File: config.mk
export PLATFORM = sky130hd
export DESIGN_NAME = irq_cause_tracker
export DESIGN_NICKNAME = d
export VERILOG_FILES = /design/src/rtl/irq_trk_pkg.sv /design/src/rtl/irq_cause_pick.sv /design/src/rtl/irq_cause_reg.sv /design/src/rtl/irq_enable_reg.sv /design/src/rtl/irq_pend_lost.sv /design/src/rtl/irq_cause_tracker.sv
export SDC_FILE = /design/constraint.sdc
export NUM_CORES = 1
export LEC_CHECK = 0
export BUFFER_PORTS_ARGS = -buffer_cell sky130_fd_sc_hd__buf_2
export CELL_PAD_IN_SITES_DETAIL_PLACEMENT = 0
export CELL_PAD_IN_SITES_GLOBAL_PLACEMENT = 1
export CORE_AREA = 2 2 39 41
export CTS_CLUSTER_SIZE = 10
export DETAILED_ROUTE_END_ITERATION = 10
export DIE_AREA = 0 0 41 43
export HOLD_SLACK_MARGIN = 0.05
export PLACE_DENSITY = 0.76
export SLEW_MARGIN = 20
export SYNTH_ARGS = -nofsm -noshare
export SYNTH_HDL_FRONTEND = slang
export SYNTH_SLANG_ARGS = --single-unit
export TNS_END_PERCENT = 100
File: constraint.sdc
create_clock -name clk -period 2.3 [get_ports clk]
set_input_delay 0.46 -clock clk [delete_from_list [all_inputs] [get_ports clk]]
set_output_delay 0.46 -clock clk [all_outputs]
set_load 0.02 [all_outputs]
File: src/rtl/irq_trk_pkg.sv
package irq_trk_pkg;
  localparam int unsigned EV_OVF  = 0;
  localparam int unsigned EV_UNF  = 1;
  localparam int unsigned EV_HI   = 2;
  localparam int unsigned EV_LO   = 3;
  localparam int unsigned N_CAUSE = 4;

  typedef struct packed {
    logic pending;
    logic lost;
  } svc_state_t;
endpackage

File: src/rtl/irq_cause_pick.sv
module irq_cause_pick #(
  parameter int unsigned N_EV = irq_trk_pkg::N_CAUSE
) (
  input  logic [N_EV-1:0] req_i,
  output logic [N_EV-1:0] grant_o,
  output logic            any_o
);
  logic [N_EV:0] seen;
  assign seen[0] = 1'b0;

  // lowest index wins; seen[i] marks any request below bit i
  for (genvar i = 0; i < N_EV; i++) begin : g_chain
    assign grant_o[i]  = req_i[i] & ~seen[i];
    assign seen[i+1]   = seen[i] | req_i[i];
  end

  assign any_o = seen[N_EV];
endmodule

File: src/rtl/irq_cause_reg.sv
module irq_cause_reg #(
  parameter int unsigned N_EV = irq_trk_pkg::N_CAUSE
) (
  input  logic            clk,
  input  logic            rst_n,
  input  logic            load_i,
  input  logic [N_EV-1:0] grant_i,
  output logic [N_EV-1:0] cause_o
);
  always_ff @(posedge clk or negedge rst_n) begin
    if (!rst_n)      cause_o <= '0;
    else if (load_i) cause_o <= grant_i;
  end

  // cause register never holds more than one bit
  p_cause_onehot_r2: assert property (@(posedge clk) disable iff (!rst_n)
    $onehot0(cause_o));

  // a load leaves exactly one bit set
  p_cause_loaded_r2: assert property (@(posedge clk) disable iff (!rst_n)
    load_i |=> $countones(cause_o) == 1);

  // no load means the cause is held
  p_cause_hold_r2: assert property (@(posedge clk) disable iff (!rst_n)
    !load_i |=> $stable(cause_o));
endmodule

File: src/rtl/irq_enable_reg.sv
module irq_enable_reg (
  input  logic clk,
  input  logic rst_n,
  input  logic cfg_first_i,
  input  logic en_set_i,
  input  logic en_clr_i,
  output logic enable_o
);
  logic turn_on;
  assign turn_on = cfg_first_i | en_set_i;

  always_ff @(posedge clk or negedge rst_n) begin
    if (!rst_n)        enable_o <= 1'b0;
    else if (turn_on)  enable_o <= 1'b1;
    else if (en_clr_i) enable_o <= 1'b0;
  end

  // set commands win
  p_en_set_r9: assert property (@(posedge clk) disable iff (!rst_n)
    (cfg_first_i || en_set_i) |=> enable_o);

  // a lone clear disables
  p_en_clr_r9: assert property (@(posedge clk) disable iff (!rst_n)
    (en_clr_i && !cfg_first_i && !en_set_i) |=> !enable_o);
endmodule

File: src/rtl/irq_pend_lost.sv
module irq_pend_lost (
  input  logic clk,
  input  logic rst_n,
  input  logic accept_i,
  input  logic svc_start_i,
  input  logic clr_cmd_i,
  input  logic lost_clr_i,
  output logic pending_o,
  output logic lost_o
);
  import irq_trk_pkg::*;

  svc_state_t st_q, st_d;

  always_comb begin
    st_d = st_q;
    if (clr_cmd_i)        st_d.pending = 1'b0;
    else if (accept_i)    st_d.pending = 1'b1;
    else if (svc_start_i) st_d.pending = 1'b0;

    if (clr_cmd_i || lost_clr_i)
      st_d.lost = 1'b0;
    else if (accept_i && st_q.pending && !svc_start_i)
      st_d.lost = 1'b1;
  end

  always_ff @(posedge clk or negedge rst_n) begin
    if (!rst_n) st_q <= '0;
    else        st_q <= st_d;
  end

  assign pending_o = st_q.pending;
  assign lost_o    = st_q.lost;


  p_pend_set_r4: assert property (@(posedge clk) disable iff (!rst_n)
    (accept_i && !clr_cmd_i) |=> pending_o);


  p_svc_clears_r5: assert property (@(posedge clk) disable iff (!rst_n)
    (svc_start_i && !accept_i) |=> !pending_o);


  p_lost_set_r6: assert property (@(posedge clk) disable iff (!rst_n)
    (accept_i && pending_o && !svc_start_i && !clr_cmd_i && !lost_clr_i) |=> lost_o);


  p_lost_clr_r7: assert property (@(posedge clk) disable iff (!rst_n)
    (lost_clr_i || clr_cmd_i) |=> !lost_o);


  p_clr_cmd_r8: assert property (@(posedge clk) disable iff (!rst_n)
    clr_cmd_i |=> !pending_o);
endmodule

File: src/rtl/irq_cause_tracker.sv
module irq_cause_tracker #(
  parameter int unsigned N_EV = irq_trk_pkg::N_CAUSE
) (
  input  logic            clk,
  input  logic            rst_n,
  input  logic [N_EV-1:0] evt_i,
  input  logic            cfg_first_i,
  input  logic            en_set_i,
  input  logic            en_clr_i,
  input  logic            svc_start_i,
  input  logic            clr_cmd_i,
  input  logic            lost_clr_i,
  output logic [N_EV-1:0] cause_o,
  output logic            pending_o,
  output logic            lost_o,
  output logic            enable_o,
  output logic            irq_o
);
  logic [N_EV-1:0] grant;
  logic            any_evt;
  logic            accept;

  irq_cause_pick #(.N_EV(N_EV)) u_pick (
    .req_i   (evt_i),
    .grant_o (grant),
    .any_o   (any_evt)
  );

  irq_enable_reg u_en (
    .clk         (clk),
    .rst_n       (rst_n),
    .cfg_first_i (cfg_first_i),
    .en_set_i    (en_set_i),
    .en_clr_i    (en_clr_i),
    .enable_o    (enable_o)
  );

  // events count only against the enable value already in force
  assign accept = any_evt & enable_o;

  irq_cause_reg #(.N_EV(N_EV)) u_cause (
    .clk     (clk),
    .rst_n   (rst_n),
    .load_i  (accept),
    .grant_i (grant),
    .cause_o (cause_o)
  );

  irq_pend_lost u_pl (
    .clk         (clk),
    .rst_n       (rst_n),
    .accept_i    (accept),
    .svc_start_i (svc_start_i),
    .clr_cmd_i   (clr_cmd_i),
    .lost_clr_i  (lost_clr_i),
    .pending_o   (pending_o),
    .lost_o      (lost_o)
  );

  assign irq_o = pending_o & enable_o;

  // the lowest-numbered event present is the recorded cause
  p_prio_low_r3: assert property (@(posedge clk) disable iff (!rst_n)
    (enable_o && evt_i[0]) |=> cause_o[0]);

  // disabled block ignores events
  p_ignore_r10: assert property (@(posedge clk) disable iff (!rst_n)
    (!enable_o && !svc_start_i && !clr_cmd_i && !lost_clr_i)
      |=> ($stable(cause_o) && $stable(pending_o) && $stable(lost_o)));
endmodule

* Yosys cells after proc, flatten, opt, wreduce, memory -nomap -nowiden
Cells that the tools add are included.
** Storage, ports and cells
- ROM bits :: 0
- Register bits after elaboration :: 7
- Latch bits :: 0
- Output and inout port bits :: 8
- Bits of input ports :: 12
- RAM bits :: 0
- Word-level logic and storage cells :: 30
- Memories kept :: 0
** Operators by class
- Shift operators :: 0
- Bitwise logic cells :: 12
- Reduce and logical (&&, ||, !) cells :: 7
- Multipliers :: 0
- Multiplexer cells :: 7
- Magnitude comparators :: 0
- Equality and inequality tests :: 0
- Add/sub/neg operators :: 0
- Div/mod/pow operators :: 0
** Operators with widths (number)
- $mux 1 :: 7
- $and 1x1->1 :: 5
- $or 1x1->1 :: 4
- $reduce_bool 2->1 :: 2
- $not 1->1 :: 3
- $reduce_bool 3->1 :: 1
- $logic_and 1x1->1 :: 2
- $logic_not 1->1 :: 1
- $logic_or 1x1->1 :: 1

* Logic depth before layout (Yosys ltp)
- Word-level depth :: 8
- Depth in mapped cells :: 4
- Gate-level depth less buffers :: 3

* Cells and area by module
From an unflattened synthesis, not the netlist that was laid out.
** Unflattened totals
- Cells, all modules :: 27
- Area total of the unflattened synthesis :: 321.6 sq um
** By module, submodules not included
- irq_cause_reg :: cells an instance 8, area each 145.1 sq um, seq. area each 100.1 sq um, times used 1
- irq_pend_lost :: cells an instance 8, area each 88.8 sq um, seq. area each 50.0 sq um, times used 1
- irq_cause_pick :: cells an instance 5, area each 37.5 sq um, seq. area each 0.0 sq um, times used 1
- irq_enable_reg :: cells an instance 4, area each 37.5 sq um, seq. area each 25.0 sq um, times used 1
- irq_cause_tracker :: cells an instance 2, area each 12.5 sq um, seq. area each 0.0 sq um, times used 1

* Least setup slack after synthesis
Ideal clock, no wire load.
- Kind :: reg-to-output
- From :: register u_en.enable_o
- To :: output port irq_o
- Required time :: 1840 ps
- Buffers on the path :: 1
- Arrival time :: 900 ps
- Stages on the path, launching flop included :: 3
- Slack :: 940 ps
- Cell sequence :: dfrtp_1 -> buf_2 -> and2_1
** Between the ends
- Cells in the longest elaborated chain, start to end :: 1
** RTL lines
- from (decl) :: RTL line irq_enable_reg.sv:7 : output logic enable_o
- from (signal assigned) :: RTL line irq_enable_reg.sv:13 : if (!rst_n) enable_o <= 1'b0;
- from (signal assigned) :: RTL line irq_enable_reg.sv:14 : else if (turn_on) enable_o <= 1'b1;
- from (signal assigned) :: RTL line irq_enable_reg.sv:15 : else if (en_clr_i) enable_o <= 1'b0;
- $and 1x1->1 :: RTL line irq_cause_tracker.sv:60 : assign irq_o = pending_o & enable_o;
- to (decl) :: RTL line irq_cause_tracker.sv:17 : output logic irq_o
Every way passes these cells.

* Worst setup path after layout
Same ends and word-level chain as after synthesis.

==> run_results.csv <==
group,metric,value,unit
die,ios,20,
sta,post-route-period-util,67.9,%
global_route,grt_antenna_before_repair,0,
drt,post_drt_wl_per_cell,10.1,um
layout,final_common_cell,"sky130_fd_sc_hd__buf_2",
sta,timing.max_slew.rel_slack,74.9,%
sta,timing.final.hold_violations,0,
layout,design.final.nets,66,
drt,via_count,303,
layout,multi_input_area,131,um^2
layout,instances_no_fill,69,
layout,syn2layout_area_growth,45.9,%
global_route,first_global_vias,287,
die,die-height,43,um
drt,drt_drc_violations_left,0,
synth,synth.net_count,42,
min_path,hold_class,"input pin to flop",
synth,yosysSeqAreaShare,54.9,%
sta,timing.fmax,641,MHz
layout,post_route_cells_drive_above_1_share,45.3,%
worst_setup_path,required,1.84,ns
layout,filler_cell_count,164,
flow_run,maxCapViolations,0,
clock_network,clock_tree.htree_level_count,1,
die,placementRows,14,
synth,synth_area,319,um^2
clock_network,ctsResizeCount,0,
synth,synthesis.yosys.warnings,0,
worst_setup_path,worst-endpoint-arrival,1.10,ns
power_and_ir_drop,total_leakage_power,0.000252,uW
sta,tightestPinTransition,0.375,ns
die,fp.dieW,41,um
worst_setup_path,timing.setup.critical_path_class,"flop to primary output",
placement,portBuffers,19,
global_route,global_route_wire_length_before_repair,1120,um
layout,insertedDiodeCount,0,
clock_network,cts_tree,"done",
worst_setup_path,setup.worst_path.end_class,"primary output",
placement,gp_routability_congestion,0.733,
clock_network,holdBufCountCts,1,
die,core_area,0.00138,mm^2
clock_network,numCtsBuffers,3,
sta,slew_viol_final,0,
worst_setup_path,critical_path.max_fanout,10,
layout,final_cell_mix,"sky130_fd_sc_hd__buf_2 (19), sky130_fd_sc_hd__dfrtp_1 (7), sky130_fd_sc_hd__nand2_1 (5)",
drt,first_iter_violations,2,
layout,layout.area.seq,175,um^2
sta,fin_setup_tns,0,ns
status,outcome,"finished clean",
global_route,grt_max_degree,11,
clock_network,cts_root_buf,"sky130_fd_sc_hd__clkbuf_4",
global_route,grt_overflow_total,0,
power_and_ir_drop,power-per-cell-area,643,mW/mm^2
clock_network,cts_setup_buffers,0,
clock_network,cts.sink_count,7,
synth,synth_cell_types,16,
placement,placed_cells_incl_taps,64,
sta,worst_clock_skew,0.00552,ns
drt,avgViaCountPerCell,4.39,
clock_network,clock_transition_at_the_registers_of_the_reported_paths,0.05,ns
worst_setup_path,critPathLaunchType,"flop",
clock_network,cts_max_path_buffers,2,
synth,synth.ff_latch_count,7,
sta,timing.final.crit_period,1.56,ns
sta,finalSetupViolations,0,
sta,grt_setup_unrepaired,"false",
synth,postSynthAreaPerCell,10.6,um^2
drt,ant_nets,0,
layout,post_layout_utilization_of_the_core,33.6,%
die,die_outline_area,0.00176,mm^2
power_and_ir_drop,peak_supply_drop,0.206,mV
die,initial_utilization,23.1,%
global_route,groute.usage.overall,10.0,%
synth,synthesis.instances,30,
drt,postRouteWirelength,695,um
clock_network,clock_insertion_delay_worst_skew,0.24,ns
drt,detail_route.first_pass.iterations,2,
-- final timing paths --
path,from,to,slack (ns),cells after the start
setup / recovery,u_en.enable_o,irq_o,0.74,2
hold / removal,clr_cmd_i,u_pl.pending_o,0.38,2
min in group asynchronous,rst_n,u_pl.pending_o,0.57,2
hold reg to reg,u_cause.cause_o[1],u_cause.cause_o[1],0.46,2
setup reg to reg,u_en.enable_o,u_cause.cause_o[2],1.30,2
max in group asynchronous,rst_n,u_cause.cause_o[2],1.57,2
-- logic make-up after synthesis --
group | after synthesis | share of synthesized area (%)
AOI/OAI and AO/OA | 8 | 22.7
buffers and inverters | 3 | 3.92
DFF | 7 | 54.9
and+or+nand+nor | 12 | 18.4
-- registers in the layout, indices dropped and copies added (netlist names) --
name,flops
u_pl.lost_o,1
u_en.enable_o,1
u_pl.pending_o,1
u_cause.cause_o,4
-- synth_stat cells --
cell type	count	area, um^2
sky130_fd_sc_hd__nand2b_1	1	6.26
sky130_fd_sc_hd__a2bb2oi_1	1	8.76
sky130_fd_sc_hd__buf_2	1	5.00
sky130_fd_sc_hd__nor2_2	1	6.26
sky130_fd_sc_hd__nand2_1	5	18.8
sky130_fd_sc_hd__o21a_1	1	7.51
sky130_fd_sc_hd__or3_1	1	6.26
sky130_fd_sc_hd__nand3b_1	1	7.51
sky130_fd_sc_hd__a21oi_1	3	15.0
sky130_fd_sc_hd__o41ai_4	1	27.5
sky130_fd_sc_hd__nor2_1	2	7.51
sky130_fd_sc_hd__inv_1	2	7.51
sky130_fd_sc_hd__and2_1	1	6.26
sky130_fd_sc_hd__o32ai_1	1	8.76
sky130_fd_sc_hd__dfrtp_1	7	175
sky130_fd_sc_hd__o21ai_0	1	5.00
-- through the flow --
step / hold slack (ns) / area [um^2] / setup WS, ns / power (uW)
floorplan: 0.164 / 319 / 0.940 / 166
global placement: 0.302 / 429 / 0.930 / 192
detailed placement: 0.304 / 429 / 0.893 / 193
CTS: 0.370 / 465 / 0.715 / 305
global route: 0.382 / 465 / 0.661 / 319
finish: 0.376 / 465 / 0.739 / 299
-- critical path, cell delays in order (launching register included) --
cell	delay, ns
sky130_fd_sc_hd__dfrtp_1	0.53
sky130_fd_sc_hd__and2_1	0.18
sky130_fd_sc_hd__buf_2	0.15
-- routing by layer --
| layer | wire [um] | track usage (%) |
|---|---|---|
| met1 | 319 | 13.5 |
| met2 | 301 | 12.5 |
| met3 | 61 | 3.14 |
| met4 | 12 | 8.00 |
| met5 | 0 | 0 |
-- where the power goes --
| part | leakage [uW] | internal (uW) | switching [uW] |
|---|---|---|---|
| Combinational | 0.000151 | 23.5 | 31.2 |
| Sequential | 0.0000869 | 131 | 5.71 |
| Clock | 0.0000150 | 66.0 | 42.1 |
| Total | 0.000252 | 220 | 79.0 |
-- area by class of cell --
type | count | area share [%]
Sequential cell | 7 | 37.6
Multi-Input combinational cell | 20 | 28.2
Timing Repair Buffer | 20 | 22.6
Clock buffer | 4 | 5.65
Tap cell | 16 | 4.30
Inverter | 2 | 1.61
(Power assumes the default switching activity.)
